**config.mk**
```make
export PLATFORM = sky130hd
export DESIGN_NAME = host_reg_port
export DESIGN_NICKNAME = d
export VERILOG_FILES = /design/src/rtl/host_port_pkg.sv /design/src/rtl/hp_strobe_sync.sv /design/src/rtl/hp_cycle_ctrl.sv /design/src/rtl/hp_reg_bank.sv /design/src/rtl/host_reg_port.sv
export SDC_FILE = /design/constraint.sdc
export NUM_CORES = 1
export LEC_CHECK = 0
export ABC_AREA = 1
export BUFFER_PORTS_ARGS = -buffer_cell sky130_fd_sc_hd__buf_2
export CAP_MARGIN = 5
export CORE_MARGIN = 5
export CORE_UTILIZATION = 53
export DETAILED_ROUTE_END_ITERATION = 7
export PLACE_DENSITY = 0.79
export SKIP_LAST_GASP = 1
export SLEW_MARGIN = 20
export SYNTH_ARGS = -nofsm -noshare
export SYNTH_HDL_FRONTEND = slang
export SYNTH_SLANG_ARGS = --single-unit
```
**constraint.sdc**
```tcl
create_clock -name clk_i -period 2.1 [get_ports clk_i]
set_input_delay 0.105 -clock clk_i [delete_from_list [all_inputs] [get_ports clk_i]]
set_output_delay 0.105 -clock clk_i [all_outputs]
set_load 0.01 [all_outputs]
```
**src/rtl/host_port_pkg.sv**
```systemverilog
package host_port_pkg;
  localparam int unsigned HP_ADDR_W = 3;
  localparam int unsigned HP_DATA_W = 8;

  typedef logic [HP_ADDR_W-1:0] hp_addr_t;
  typedef logic [HP_DATA_W-1:0] hp_data_t;

  typedef enum logic [1:0] {
    CYC_IDLE  = 2'd0,
    CYC_READ  = 2'd1,
    CYC_WRITE = 2'd2,
    CYC_VEC   = 2'd3
  } cyc_e;
endpackage

```
**src/rtl/hp_strobe_sync.sv**
```systemverilog
module hp_strobe_sync #(
  parameter int unsigned STAGES  = 2,
  parameter logic        RST_VAL = 1'b1
) (
  input  logic clk_i,
  input  logic rst_ni,
  input  logic async_i,
  output logic level_o,
  output logic rise_o,
  output logic fall_o
);
  logic [STAGES-1:0] chain_q;
  logic              prev_q;

  always_ff @(posedge clk_i or negedge rst_ni) begin
    if (!rst_ni) begin
      chain_q <= {STAGES{RST_VAL}};
      prev_q  <= RST_VAL;
    end else begin
      chain_q <= {chain_q[STAGES-2:0], async_i};
      prev_q  <= chain_q[STAGES-1];
    end
  end

  assign level_o = chain_q[STAGES-1];
  assign rise_o  = level_o & ~prev_q;
  assign fall_o  = ~level_o & prev_q;
endmodule

```
**src/rtl/hp_cycle_ctrl.sv**
```systemverilog
module hp_cycle_ctrl
  import host_port_pkg::*;
(
  input  logic     clk_i,
  input  logic     rst_ni,
  input  logic     en_fall_i,
  input  logic     en_rise_i,
  input  logic     ack_fall_i,
  input  logic     ack_rise_i,
  input  hp_addr_t addr_i,
  input  logic     rnw_i,
  input  hp_data_t data_i,
  input  logic     req_set_i,
  input  logic     req_clr_i,
  output cyc_e     cyc_o,
  output logic     oe_o,
  output hp_addr_t sel_addr_o,
  output logic     wr_en_o,
  output hp_addr_t wr_addr_o,
  output hp_data_t wr_data_o,
  output logic     vec_done_o,
  output logic     req_o
);
  cyc_e     cyc_q, cyc_d;
  logic     oe_q, oe_d;
  hp_addr_t addr_q, addr_d;
  logic     req_q;

  always_comb begin
    cyc_d  = cyc_q;
    oe_d   = oe_q;
    addr_d = addr_q;
    unique case (cyc_q)
      CYC_IDLE: begin
        // acknowledge with a pending request outranks a new access
        if (ack_fall_i && req_q) begin
          cyc_d = CYC_VEC;
          oe_d  = 1'b1;
        end else if (en_fall_i) begin
          addr_d = addr_i;
          cyc_d  = rnw_i ? CYC_READ : CYC_WRITE;
          oe_d   = rnw_i;
        end
      end
      CYC_READ: if (en_rise_i) begin
        cyc_d = CYC_IDLE;
        oe_d  = 1'b0;
      end
      CYC_WRITE: if (en_rise_i) cyc_d = CYC_IDLE;
      CYC_VEC: if (ack_rise_i) begin
        cyc_d = CYC_IDLE;
        oe_d  = 1'b0;
      end
      default: begin
        cyc_d = CYC_IDLE;
        oe_d  = 1'b0;
      end
    endcase
  end

  assign wr_en_o    = (cyc_q == CYC_WRITE) && en_rise_i;
  assign wr_addr_o  = addr_q;
  assign wr_data_o  = data_i;
  assign vec_done_o = (cyc_q == CYC_VEC) && ack_rise_i;

  always_ff @(posedge clk_i or negedge rst_ni) begin
    if (!rst_ni) begin
      cyc_q  <= CYC_IDLE;
      oe_q   <= 1'b0;
      addr_q <= '0;
      req_q  <= 1'b0;
    end else begin
      cyc_q  <= cyc_d;
      oe_q   <= oe_d;
      addr_q <= addr_d;
      req_q  <= (req_q | req_set_i) & ~(req_clr_i | vec_done_o);
    end
  end

  assign cyc_o      = cyc_q;
  assign oe_o       = oe_q;
  assign sel_addr_o = addr_q;
  assign req_o      = req_q;
endmodule

```
**src/rtl/hp_reg_bank.sv**
```systemverilog
module hp_reg_bank
  import host_port_pkg::*;
#(
  parameter int unsigned NUM_GP   = 5,
  parameter hp_addr_t    VEC_ADDR = 3'd7,
  parameter hp_data_t    VEC_RST  = 8'h0F,
  localparam int unsigned FLAT_W  = NUM_GP * HP_DATA_W
) (
  input  logic              clk_i,
  input  logic              rst_ni,
  input  logic              wr_en_i,
  input  hp_addr_t          wr_addr_i,
  input  hp_data_t          wr_data_i,
  input  hp_addr_t          rd_addr_i,
  output hp_data_t          rd_data_o,
  output logic [FLAT_W-1:0] regs_o,
  output hp_data_t          vec_o
);
  hp_data_t gp_q [NUM_GP];
  hp_data_t vec_q;

  for (genvar g = 0; g < NUM_GP; g++) begin : g_gp
    always_ff @(posedge clk_i or negedge rst_ni) begin
      if (!rst_ni)                                    gp_q[g] <= '0;
      else if (wr_en_i && wr_addr_i == hp_addr_t'(g)) gp_q[g] <= wr_data_i;
    end
    assign regs_o[g*HP_DATA_W +: HP_DATA_W] = gp_q[g];
  end

  always_ff @(posedge clk_i or negedge rst_ni) begin
    if (!rst_ni)                               vec_q <= VEC_RST;
    else if (wr_en_i && wr_addr_i == VEC_ADDR) vec_q <= wr_data_i;
  end

  always_comb begin
    rd_data_o = '0;
    for (int i = 0; i < NUM_GP; i++)
      if (rd_addr_i == hp_addr_t'(i)) rd_data_o = gp_q[i];
    if (rd_addr_i == VEC_ADDR) rd_data_o = vec_q;
  end

  assign vec_o = vec_q;
endmodule

```
**src/rtl/host_reg_port.sv**
```systemverilog
module host_reg_port
  import host_port_pkg::*;
#(
  parameter int unsigned NUM_GP      = 5,
  parameter hp_addr_t    VEC_ADDR    = 3'd7,
  parameter hp_data_t    VEC_RST     = 8'h0F,
  parameter int unsigned SYNC_STAGES = 2,
  localparam int unsigned FLAT_W     = NUM_GP * HP_DATA_W
) (
  input  logic              clk_i,
  input  logic              rst_ni,
  input  logic [2:0]        host_addr_i,
  input  logic              host_rnw_i,
  input  logic              host_en_ni,
  input  logic              host_ack_ni,
  input  logic [7:0]        host_data_i,
  output logic [7:0]        host_data_o,
  output logic              host_data_oe_o,
  output logic              host_req_o,
  input  logic              core_req_set_i,
  input  logic              core_req_clr_i,
  output logic [FLAT_W-1:0] core_regs_o,
  output logic [7:0]        core_vec_o
);
  localparam int unsigned N_STB = 2; // 0: enable, 1: acknowledge

  logic [N_STB-1:0] stb_raw, stb_lvl, stb_rise, stb_fall;
  assign stb_raw = {host_ack_ni, host_en_ni};

  for (genvar s = 0; s < N_STB; s++) begin : g_sync
    hp_strobe_sync #(.STAGES(SYNC_STAGES), .RST_VAL(1'b1)) u_sync (
      .clk_i  (clk_i),
      .rst_ni (rst_ni),
      .async_i(stb_raw[s]),
      .level_o(stb_lvl[s]),
      .rise_o (stb_rise[s]),
      .fall_o (stb_fall[s])
    );
  end

  cyc_e     cyc_w;
  logic     oe_w, wr_en_w, vec_done_w;
  hp_addr_t sel_addr_w, wr_addr_w;
  hp_data_t wr_data_w, rd_data_w, vec_w;
  logic     unused_lvl;
  assign unused_lvl = ^stb_lvl;

  hp_cycle_ctrl u_ctrl (
    .clk_i     (clk_i),
    .rst_ni    (rst_ni),
    .en_fall_i (stb_fall[0]),
    .en_rise_i (stb_rise[0]),
    .ack_fall_i(stb_fall[1]),
    .ack_rise_i(stb_rise[1]),
    .addr_i    (host_addr_i),
    .rnw_i     (host_rnw_i),
    .data_i    (host_data_i),
    .req_set_i (core_req_set_i),
    .req_clr_i (core_req_clr_i),
    .cyc_o     (cyc_w),
    .oe_o      (oe_w),
    .sel_addr_o(sel_addr_w),
    .wr_en_o   (wr_en_w),
    .wr_addr_o (wr_addr_w),
    .wr_data_o (wr_data_w),
    .vec_done_o(vec_done_w),
    .req_o     (host_req_o)
  );

  hp_reg_bank #(.NUM_GP(NUM_GP), .VEC_ADDR(VEC_ADDR), .VEC_RST(VEC_RST)) u_bank (
    .clk_i    (clk_i),
    .rst_ni   (rst_ni),
    .wr_en_i  (wr_en_w),
    .wr_addr_i(wr_addr_w),
    .wr_data_i(wr_data_w),
    .rd_addr_i(sel_addr_w),
    .rd_data_o(rd_data_w),
    .regs_o   (core_regs_o),
    .vec_o    (vec_w)
  );

  assign host_data_oe_o = oe_w;
  assign host_data_o    = !oe_w ? '0 : (cyc_w == CYC_VEC) ? vec_w : rd_data_w;
  assign core_vec_o     = vec_w;
endmodule

```
Word-level counts from Yosys, hierarchy flattened
Cells that the tools add are included.
{"block": "op_classes", "eq_ne": 12, "mux": 19, "n_bitwise": 13, "reduce_logical": 16}
{"operator": "$mux 8", "count": 8}
{"operator": "$mux 2", "count": 5}
{"operator": "$logic_and 1x1->1", "count": 9}
{"operator": "$eq 3x2->1 const B", "count": 2}
{"operator": "$eq 3x3->1 const B", "count": 2}
{"operator": "$ne 2x1->1 const B", "count": 3}
{"operator": "$not 1->1", "count": 6}
{"operator": "$pmux 2 s3", "count": 1}
{"operator": "$reduce_and 3->1", "count": 2}
{"operator": "$and 1x1->1", "count": 5}
{"operator": "$eq 2x2->1 const B", "count": 2}
{"operator": "$mux 1", "count": 4}
{"operator": "$reduce_and 4->1", "count": 1}
{"operator": "$eq 3x1->1 const B", "count": 1}
{"operator": "$logic_not 3->1", "count": 1}
{"operator": "$ne 3x2->1 const B", "count": 1}
{"operator": "$pmux 1 s3", "count": 1}
{"operator": "$reduce_bool 3->1", "count": 1}
{"operator": "$eq 2x1->1 const B", "count": 1}
{"operator": "$logic_not 2->1", "count": 1}
{"operator": "$or 1x1->1", "count": 2}
{"operator": "$reduce_or 2->1", "count": 1}
{"block": "totals", "reg_bits": 61, "in_bits": 18, "output_inout_bits": 58, "wordCells": 74}

Depth between registers and ports, before layout
{"block": "logic_depth", "depth_word": 9, "depth_mapped": 9}

Modules after synthesis
From an unflattened synthesis, not the netlist that was laid out.
{"block": "hier_totals", "cells_unflattened": 385, "hier_area_um2": 3069.2}
{"module": "hp_reg_bank", "instances": 1, "cells_each": 258, "area_each_um2": 2159.6, "seq_area_each_um2": 1206.2}
{"module": "hp_cycle_ctrl", "instances": 1, "cells_each": 70, "area_each_um2": 534.3, "seq_area_each_um2": 175.2}
{"module": "host_reg_port", "instances": 1, "cells_each": 43, "area_each_um2": 187.7, "seq_area_each_um2": 0.0}
{"module": "hp_strobe_sync", "instances": 2, "cells_each": 7, "area_each_um2": 93.8, "seq_area_each_um2": 78.8}

Worst setup path after synthesis
OpenSTA, ideal clock, no wires.
{"block": "synth_timing", "kind": "register to register", "start": "reg u_ctrl.cyc_q[0], in the netlist u_ctrl.cyc_o[0]", "end": "reg u_bank.gp_q, in the netlist u_bank.regs_o[21]", "setup_time_ns": 0.121, "arrival_ns": 1.521, "required_time_ns": 1.979, "setup_slack_ns": 0.457, "stages_incl_launch_ff": 9, "path_buffers": 2, "synth_period_minus_slack_ns": 1.643, "path_cell_list": "dfrtp_1 > inv_1 > ha_1 > nand3_2 > or2_1 > buf_6 > buf_6 > nand2_1 > o21ai_2"}
{"block": "synth_between", "elab_chain_len": 3}
{"item": "start, declared", "line_no": "hp_cycle_ctrl.sv:24", "text": "cyc_e cyc_q, cyc_d;"}
{"item": "start signal, assigned", "line_no": "hp_cycle_ctrl.sv:73", "text": "cyc_q <= cyc_d;"}
{"item": "$eq 2x2->1", "line_no": "hp_cycle_ctrl.sv:61", "text": "assign wr_en_o = (cyc_q == CYC_WRITE) && en_rise_i;"}
{"item": "$logic_and 1x1->1", "line_no": "hp_cycle_ctrl.sv:61"}
{"item": "$logic_and 1x1->1", "line_no": "hp_reg_bank.sv:25", "text": "else if (wr_en_i && wr_addr_i == hp_addr_t'(g)) gp_q[g] <= wr_data_i;"}
{"item": "end signal, assigned by index", "line_no": "hp_reg_bank.sv:25"}
{"item": "end, declared", "line_no": "hp_reg_bank.sv:19", "text": "hp_data_t gp_q [NUM_GP];"}
No other way between the ends.
A chain may end at the register's enable or synchronous reset.

Worst setup path in the final report
{"block": "layout_timing", "start": "reg u_ctrl.addr_q[0], in the netlist u_ctrl.sel_addr_o[0]", "end": "out host_data_o[4]"}
{"block": "layout_between", "elab_chain_len": 9, "elab_cells_between_ends": 14, "cone_classes": "eq/ne (5); mux (8); reduce/logical (1)"}
{"item": "start, declared", "line_no": "hp_cycle_ctrl.sv:26", "text": "hp_addr_t addr_q, addr_d;"}
{"item": "start signal, assigned", "line_no": "hp_cycle_ctrl.sv:75", "text": "addr_q <= addr_d;"}
{"item": "$logic_not 3->1", "line_no": "hp_reg_bank.sv:38", "text": "if (rd_addr_i == hp_addr_t'(i)) rd_data_o = gp_q[i];"}
{"item": "$mux 8 (5 in a row)", "line_no": "hp_reg_bank.sv:38"}
{"item": "$mux 8 *", "line_no": "hp_reg_bank.sv:39", "text": "if (rd_addr_i == VEC_ADDR) rd_data_o = vec_q;"}
{"item": "$mux 8 * (2 in a row)", "line_no": "host_reg_port.sv:83", "text": "assign host_data_o = !oe_w ? '0 : (cyc_w == CYC_VEC) ? vec_w : rd_data_w;"}
{"item": "end, declared", "line_no": "host_reg_port.sv:17", "text": "output logic [7:0] host_data_o,"}
Mark *: on every way between the ends. The rest lies on a longest branch, timed or not.

==> impl_metrics.csv <==
group,metric,value,unit
finish,drive_gt1_frac,0.324,
clock_network,cts_tree,"built",
detailed_routing,avgViaCountPerCell,5.28,
global_routing,first_global_vias,2661,
global_routing,grt_max_degree,37,
yosys,synth_fp_nets,374,
place,portBuffers,75,
global_routing,antenna_found_initial,0,
worst_setup_path,end_kind,"output pin",
global_routing,grtUsageTotal,0.232,
yosys,muxShareOfSynthArea,0,
detailed_routing,drc,0,
detailed_routing,ant_nets,0,
finish,fillers,432,
worst_setup_path,start_kind,"flop",
worst_setup_path,critPathArrivalTime,1870,ps
clock_network,insertion_delay,340,ps
min_path,hp-start,"host_data_i[0]",
worst_setup_path,worst-path-max-fanout,17,
yosys,synthFlopType,"dfrtp_1",
power_and_ir_drop,vdd_drop_max,0.000724,V
sta,fin_skew,6.72,ps
finish,multi_input_area,1270,µm²
clock_network,htreeDepth,3,
floorplan,die_w,86.1,µm
detailed_routing,wl_per_cell,15.7,µm
finish,num-nets-final,467,
yosys,synth-xor-area-share,0,
yosys,synth_common_cells,"77 x nand2_1, 51 x dfrtp_1, 47 x a21oi_1, 33 x inv_1, 29 x nor2_1",
yosys,synthCells,350,
yosys,synth-seq-cells,61,
worst_setup_path,critPathKind,"flop to output pin",
finish,num_antenna_cells,0,
min_path,hold_class,"input port to flop",
sta,max_freq,0.507,GHz
sta,period_minus_slack,1970,ps
yosys,synth.distinct_cells,27,
sta,period_share,0.939,
sta,slew_violations,0,
clock_network,clk_pin_slew,70,ps
yosys,synth_adder_area_share,0.0245,
power_and_ir_drop,power_leakage,1.83,nW
floorplan,row_count,27,
yosys,synth-edff-count,0,
yosys,synth_top_family_by_area,"simple AND/OR/NAND/NOR gates",
yosys,yosysMostFrequentCell,"nand2_1",
yosys,synth_top_cell_area_share,0.416,
floorplan,coreArea,5570,µm²
yosys,synth-simple-area-share,0.247,
sta,setup_viol,0,
worst_setup_path,r2r_start,"u_ctrl.cyc_o[0]$_DFFE_PN0P_",
worst_setup_path,r2r_slack,310,ps
yosys,ys_seq_area_frac,0.502,
min_path,hold_end,"u_bank.regs_o[32]$_DFFE_PN0P_",
place,globalplace.congestion,0.913,
floorplan,initial_core_util,0.550,
yosys,async_flop_share,1.00,
yosys,ys_warn_count,0,
floorplan,die_h,86.1,µm
sta,fin_tns_setup,0,ps
yosys,synth_area_per_cell,8.76,µm²
detailed_routing,routed_wirelength,8190,µm
clock_network,root_buffer,"clkbuf_8",
floorplan,ioPinCount,76,
finish,area_growth,26.1,%
yosys,synth.area.top_cells,"dfrtp_1 42%, nand2_1 9.4%, dfstp_2 8.6%",
worst_setup_path,worst_ep_required_time,2000,ps
power_and_ir_drop,power.density,1520,nW/µm²
clock_network,clockBufferDepth,2,
global_routing,grt_pass1_wl,13100,µm
sta,holdWs,18.5,ps
worst_setup_path,r2r-end,"u_bank.regs_o[25]$_DFFE_PN0P_",
run_status,status,"finished, final reports clean",
sta,finalHoldViolations,0,
place,place_hpwl,5830,µm
sta,slew_headroom,0.576,
yosys,synth_area_leader_cell,"dfrtp_1",
clock_network,cts_sinks,61,
detailed_routing,route.vias.total,2747,
run,cap_viol_max_count,0,
yosys,synth_compound_area_frac,0.137,
yosys,syn-cell-area,3070,µm²
sta,tightest_slew,637,ps
sta,rsz0062_at_grt,"yes",
clock_network,cts_buffers,9,
floorplan,dieArea,7400,µm²
finish,seq_area,1540,µm²
min_path,holdPathStages,3,
detailed_routing,drt_iter0_markers,157,
worst_setup_path,rr_worst_depth,6,
global_routing,gr-total-overflow,0,
detailed_routing,dr.pass1.iters,6,
==> report_power, final <==
part / switching (mW) / internal, mW / total (mW)
sequential: 0.389 / 1.62 / 2.01
combinational: 1.63 / 1.05 / 2.67
clock: 0.456 / 0.729 / 1.19
total: 2.47 / 3.40 / 5.87
==> cells in the final DEF (no fill, tap or decap), drive strengths merged <==
cell,n
clkinvlp,1
ha,6
buf,84
nor4,2
inv,34
or2,10
nand2,79
nand3,25
nor2,32
clkinv,4
clkbuf,12
bufinv,2
dfstp,10
o21ai,27
a21oi,47
dfrtp,51
nor3,2
dlygate4sd3,11
nand4,9
==> worst max-delay path: stages, from the launching register on <==
cell and delay, ps:
dfrtp_2 480, inv_2 140, nand3_4 160, or2_2 310, nand2_1 100, nand2_1 70
nand2_1 60, a21oi_1 50, buf_2 140
==> cells by family (layout without fill, tap and decap cells) <==
logic type,Yosys count,in the layout
compound gates,74,74
buf+inv,50,148
flops,61,61
simple gates,159,159
fa+ha+maj,6,6
==> layer usage <==
layer,up-vias,track usage,share of wire
met2,112,0.374,0.48
met4,0,0.0906,0.022
met1,1284,0.312,0.43
met3,21,0.0403,0.076
met5,-,0,0
li1,1330,-,-
==> what timing repair did <==
item                                    4_1_cts  5_1_grt
gates resized for setup                       3        7
buffers inserted                              0        5
hold endpoints to repair                     31        0
endpoints found under the setup margin        8        8
hold buffers                                 11        0
cloned                                        0        0
==> per-stage QoR <==
| stage | utilization | worst slack, ps | cell area, µm² | power (mW) | std cells |
|---|---|---|---|---|---|
| after floorplan | - | 457 | 3070 | 3.58 | 350 |
| after global placement | 0.617 | 315 | 3440 | 4.39 | 488 |
| after detailed placement | 0.617 | 222 | 3440 | 4.48 | 488 |
| after CTS | 0.679 | 3.91 | 3780 | 5.69 | 515 |
| after global routing | 0.694 | -9.23 | 3870 | 6.31 | 520 |
| final | 0.694 | 128 | 3870 | 5.87 | 520 |
==> worst max path at each step <==
stage	to	start	depth (start not counted)
finish	host_data_o[4]	u_ctrl.sel_addr_o[0]$_DFFE_PN0P_	8
global route	host_data_o[1]	u_ctrl.sel_addr_o[0]$_DFFE_PN0P_	8
CTS	host_data_o[4]	u_ctrl.sel_addr_o[2]$_DFFE_PN0P_	8
detailed placement	host_data_o[2]	u_ctrl.sel_addr_o[0]$_DFFE_PN0P_	7
global placement	host_data_o[1]	u_ctrl.sel_addr_o[0]$_DFFE_PN0P_	7
floorplan	u_bank.regs_o[21]$_DFFE_PN0P_	u_ctrl.cyc_o[0]$_DFFE_PN0P_	8
==> final cells by class <==
type	instances	share of cell area
Sequential cell	61	0.399
Multi-Input combinational cell	239	0.328
Timing Repair Buffer	95	0.153
Clock buffer	12	0.0401
Inverter	37	0.0388
Tap cell	72	0.0233
Clock inverter	4	0.0181
==> registers in the layout, indices dropped and copies added, names as in the netlist <==
register and count:
u_ctrl.req_o 1, g_sync.u_sync.chain_q 4, u_bank.regs_o 40, g_sync.u_sync.prev_q 2, u_ctrl.cyc_o 2, u_ctrl.sel_addr_o 3
u_bank.vec_o 8, u_ctrl.oe_o 1
(Power assumes the default switching activity.)
